$ cat config.mk
export PLATFORM = sky130hd
export DESIGN_NAME = nic_irq_moderator
export DESIGN_NICKNAME = d
export VERILOG_FILES = /design/src/rtl/nic_irq_moderator.sv
export SDC_FILE = /design/constraint.sdc
export NUM_CORES = 1
export LEC_CHECK = 0
export BUFFER_PORTS_ARGS = -buffer_cell sky130_fd_sc_hd__buf_2
export CORE_AREA = 4 4 138 140
export CTS_CLUSTER_SIZE = 8
export DETAILED_ROUTE_END_ITERATION = 10
export DIE_AREA = 0 0 142 144
export PLACE_DENSITY = 0.67
export SLEW_MARGIN = 10
export SYNTH_ARGS = -nofsm -noshare
export SYNTH_HDL_FRONTEND = slang
export SYNTH_SLANG_ARGS = --single-unit
$ cat constraint.sdc
create_clock -name clk -period 2.65 [get_ports clk]
set_input_delay 0.265 -clock clk [delete_from_list [all_inputs] [get_ports clk]]
set_output_delay 0.265 -clock clk [all_outputs]
set_load 0.03 [all_outputs]
$ cat src/rtl/nic_irq_moderator.sv
module nic_irq_moderator #(
  parameter int PRESCALE = 256,
  parameter int TW       = 16,
  parameter int NC       = 8
) (
  input  logic          clk,
  input  logic          rst_n,
  input  logic          rx_done,
  input  logic          tx_done,
  input  logic          cfg_we,
  input  logic [2:0]    cfg_sel,
  input  logic [TW-1:0] cfg_wdata,
  input  logic          mask_we,
  input  logic [NC-1:0] mask_wdata,
  input  logic          post_valid,
  input  logic [NC-1:0] post_cause,
  input  logic          post_now,
  input  logic          cause_rd,
  input  logic          irq_clr,
  output logic [NC-1:0] cause_q,
  output logic          rx_wb_req,
  output logic          tx_wb_req,
  output logic          irq
);
  localparam int PW        = (PRESCALE > 1) ? $clog2(PRESCALE) : 1;
  localparam int CAUSE_TXD = 0;
  localparam int CAUSE_RXT = 1;
  localparam int NPATH     = 2;

  logic [PW-1:0] pre;
  logic          tick;
  assign tick = (pre == PW'(PRESCALE - 1));

  always_ff @(posedge clk) begin
    if (!rst_n)   pre <= '0;
    else if (tick) pre <= '0;
    else           pre <= pre + 1'b1;
  end

  logic [NPATH-1:0] done, fire, wb_q;
  assign done = {tx_done, rx_done};

  for (genvar g = 0; g < NPATH; g++) begin : g_path
    logic [TW-1:0] pk_cfg, ab_cfg, pk_cnt, ab_cnt;

    assign fire[g] = (tick && pk_cnt == TW'(1)) || (tick && ab_cnt == TW'(1)) ||
                     (done[g] && pk_cfg == '0);

    always_ff @(posedge clk) begin
      if (!rst_n) begin
        pk_cfg <= '0;
        ab_cfg <= '0;
        pk_cnt <= '0;
        ab_cnt <= '0;
        wb_q[g] <= 1'b0;
      end else begin
        if (cfg_we && cfg_sel == 3'(2*g))     pk_cfg <= cfg_wdata;
        if (cfg_we && cfg_sel == 3'(2*g + 1)) ab_cfg <= cfg_wdata;
        if (fire[g]) begin
          pk_cnt <= '0;
          ab_cnt <= '0;
        end else begin
          if (done[g])                    pk_cnt <= pk_cfg;
          else if (tick && pk_cnt != '0)  pk_cnt <= pk_cnt - 1'b1;
          if (done[g] && ab_cnt == '0)    ab_cnt <= ab_cfg;
          else if (tick && ab_cnt != '0)  ab_cnt <= ab_cnt - 1'b1;
        end
        wb_q[g] <= fire[g];
      end
    end
  end

  assign rx_wb_req = wb_q[0];
  assign tx_wb_req = wb_q[1];

  logic [NC-1:0] pend, mask, hw_set, pend_n, mask_n;
  logic [TW-1:0] thr_cfg, thr_cnt;
  logic          live, imm, irq_n;

  always_comb begin
    hw_set            = '0;
    hw_set[CAUSE_RXT] = fire[0];
    hw_set[CAUSE_TXD] = fire[1];
  end

  assign pend_n = (cause_rd ? '0 : pend) | hw_set | (post_valid ? post_cause : '0);
  assign mask_n = mask_we ? mask_wdata : mask;
  assign live   = |(pend_n & mask_n);
  assign imm    = post_valid && post_now && |(post_cause & mask_n);
  assign irq_n  = !(cause_rd || irq_clr) && live && (irq || thr_cnt == '0 || imm);

  always_ff @(posedge clk) begin
    if (!rst_n) begin
      pend    <= '0;
      mask    <= '0;
      thr_cfg <= '0;
      thr_cnt <= '0;
      irq     <= 1'b0;
    end else begin
      pend <= pend_n;
      mask <= mask_n;
      irq  <= irq_n;
      if (cfg_we && cfg_sel == 3'd4) thr_cfg <= cfg_wdata;
      if (irq_n && !irq)                thr_cnt <= thr_cfg;
      else if (tick && thr_cnt != '0)   thr_cnt <= thr_cnt - 1'b1;
    end
  end

  assign cause_q = pend;

  AST_RX_WB_CAUSE: assert property (@(posedge clk) disable iff (!rst_n)
    rx_wb_req |-> cause_q[CAUSE_RXT]);
  AST_TX_WB_CAUSE: assert property (@(posedge clk) disable iff (!rst_n)
    tx_wb_req |-> cause_q[CAUSE_TXD]);
  AST_IRQ_UNMASKED: assert property (@(posedge clk) disable iff (!rst_n)
    irq |-> |(cause_q & mask));
  AST_RISE_GATED: assert property (@(posedge clk) disable iff (!rst_n)
    $rose(irq) |-> ($past(thr_cnt) == '0 || $past(post_valid && post_now)));
  AST_RISE_LOADS_THR: assert property (@(posedge clk) disable iff (!rst_n)
    $rose(irq) |-> thr_cnt == $past(thr_cfg));
  AST_RD_DROPS: assert property (@(posedge clk) disable iff (!rst_n)
    cause_rd |=> !irq);
  AST_CLR_DROPS: assert property (@(posedge clk) disable iff (!rst_n)
    irq_clr |=> !irq);
  AST_WB_PULSE: assert property (@(posedge clk) disable iff (!rst_n)
    rx_wb_req |-> $past(done[0] || tick));
endmodule

==> metrics <==
Mean Syn Cell Area 8.23 um2; Gate Count Post-Synth 1074; H-tree depth 4; CP arrival 3040 ps; RSZ-0062 raised after global routing yes; Antenna diodes 0; Peak VDD IR 0.000475 V; vias in the first global route 7014; Die W 142 um; largest net degree at the start of global routing 59; All-Layer GR Usage 21.8%; Area after DPL 9570 um2; Clock Path Buffers 2; Vias/cell 5.42; fin crit period 2680 ps; # hold bufs at CTS 0; Max-cap violations 0; area leader, netlist dfxtp_1; DR iter-0 viols 450; CORE AREA 17800 um2; Synth Flop Type dfxtp_1; Worst Setup Start Kind flop; pins over their slew limit 0; final global-route overflow total 0; die area 20400 um2; Initial Utilization 49.5%; share of layout cells above drive strength 1 13.3%; outcome finished with violations; antenna-violating nets left 0; clk slew on worst S/H paths 70 ps; CTS buffer count 17; Layout area overhead 16.0%; clock root buffer clkbuf_16; syn nets 1134; Vias 7490; first-pass GRT wire length 35700 um; Pwr Density 608 nW/um2; Hold Fails Final Rpt 0; final period utilization 101%; Netlist cell types 59; Synth warnings 0; Boundary Pins 56; Leakage 3.87 nW; Post-synth EDFFs 0; fin nets 1199; Rows 49; CTS tree done; die height 144 um; Sum Neg Setup Slack -276 ps; worst setup margin -34.4 ps; clock sinks 187; failing checks negative setup slack; clk_lat worst skew 430 ps; Post-Syn Area 8840 um2; DR DRC count 0; DRT Pass-1 Iters 4; Detailed Route WL 22100 um; Port Buffer Count 55; Synth top area share 42.4%; minimum hold slack 130 ps; Synth Register Bits 187; slew margin rel. 58.3%; ys async rst share 0%; commonest non-fill, non-tap cell in the layout nand2_1; HP Class input port to flop; routed length per instance 16.0 um; synth top area cells dfxtp_1 42%, nand2_1 10%, a21boi_0 7.0%, mux2i_1 4.2%, xnor2_1 3.5%; dpl cells 1347; most frequent cells in the layout 246 x nand2_1, 186 x dfxtp_1, 82 x a21boi_0, 74 x nor2_1, 54 x buf_2; Req. time, crit path 3010 ps; sequential area share after synthesis 42.4%; pre-CTS WS -137 ps; fin area 10200 um2; GP Congestion 0.844; Worst Path Max Fanout 8; initial antenna violation count 0; Final setup viols 15; WS Path Type flop to flop; fmax 373 MHz; Critical Path End Type flop; DP HPWL 15700 um; final std cells w/o fill 1381; Setup Skew 9.29 ps; Worst Max-Slew Pin Slew 624 ps
power by group:
part           internal [mW]  switching, mW  leakage, nW
sequential              2.88         0.0559         1.52
clock                   1.51           1.12        0.281
combinational          0.257          0.410         2.08
total                   4.65           1.59         3.87
metrics by stage:
| stage | power, mW | util (%) |
|---|---|---|
| after global placement | 3.65 | 53.6 |
| after detailed placement | 3.65 | 53.6 |
| after floorplan | 3.41 | - |
| after global routing | 6.46 | 57.5 |
| after CTS | 6.28 | 57.5 |
| final | 6.24 | 57.5 |
final timing paths:
kind / slack, ps / depth (start not counted) / to / startpoint
worst max-delay path: -30 / 8 / thr_cnt[0]$_SDFFE_PN0P_ / g_path[1].pk_cnt[8]$_SDFFE_PP0P_
worst min-delay path: 130 / 3 / cause_q[3]$_SDFF_PN0_ / post_cause[3]
worst max register to register: -30 / 8 / thr_cnt[0]$_SDFFE_PN0P_ / g_path[1].pk_cnt[8]$_SDFFE_PP0P_
worst min register to register: 460 / 2 / g_path[1].ab_cnt[8]$_SDFFE_PP0P_ / g_path[1].ab_cfg[8]$_SDFFE_PN0P_
worst max-delay path, cell delays in order, from the launching register on:
cell and delay (ps):
dfxtp_1 350, or4_1 600, nor4_1 400, a31o_4 250
nand2_1 60, a311o_1 410, nor3_4 180, buf_6 180
mux2i_1 190
state kept, by name (all words and copies together) (netlist names), 16 cells and up:
name / flops
thr_cnt: 16
g_path.ab_cfg: 32
g_path.pk_cfg: 32
g_path.ab_cnt: 32
g_path.pk_cnt: 32
thr_cfg: 16
cells by family after synthesis:
group | synth area share, %
compound gates | 15.8
xor+xnor | 5.55
fa+ha+maj | 2.12
buf+inv | 3.34
flops | 42.4
mux | 4.32
simple gates | 26.5
synth_stat cells (3+ instances only):
| cell type | n |
|---|---|
| a21oi_1 | 41 |
| nand2b_1 | 4 |
| mux2i_1 | 37 |
| o22ai_1 | 5 |
| a22oi_1 | 11 |
| and2_1 | 10 |
| a31oi_1 | 9 |
| nor3b_1 | 6 |
| nor4_1 | 26 |
| and4_1 | 3 |
| dfxtp_1 | 187 |
| clkbuf_1 | 51 |
| xnor2_1 | 35 |
| xor2_1 | 21 |
| nor3_1 | 27 |
| a21boi_0 | 82 |
| nor4b_1 | 5 |
| nand2_1 | 246 |
| nor2_1 | 74 |
| nand4_1 | 11 |
| inv_1 | 19 |
| nand3_1 | 21 |
| or2_2 | 4 |
| or4_1 | 8 |
| and3_1 | 9 |
| or3_1 | 14 |
| a211oi_1 | 18 |
| nor2b_1 | 24 |
| o21ai_0 | 12 |
| ha_1 | 15 |
| a221oi_1 | 3 |
routing by layer:
layer	GRT usage, %	up-vias	part of all wire [%]
met5	0	-	0
met4	6.11	0	1.1
met3	3.54	19	4.8
met2	35.2	167	47
met1	30.3	3458	47
li1	-	3846	-
area by class of cell:
class | count | area [um2]
timing repair buffer | 102 | 676
clock inverter | 14 | 171
fill | 1643 | 7590
tap | 229 | 287
multi-input combinational | 811 | 4860
inverter | 20 | 75.1
sequential | 187 | 3740
clock buffer | 18 | 439
what timing repair did:
| item | in CTS | in global routing |
|---|---|---|
| gates resized for setup | 6 | 8 |
| buffers inserted | 3 | 0 |
| gates cloned | 1 | 0 |
| setup endpoints to repair | 16 | 17 |
| pin swaps | 1 | 1 |
No activity file was read; power rests on OpenSTA's default activity.
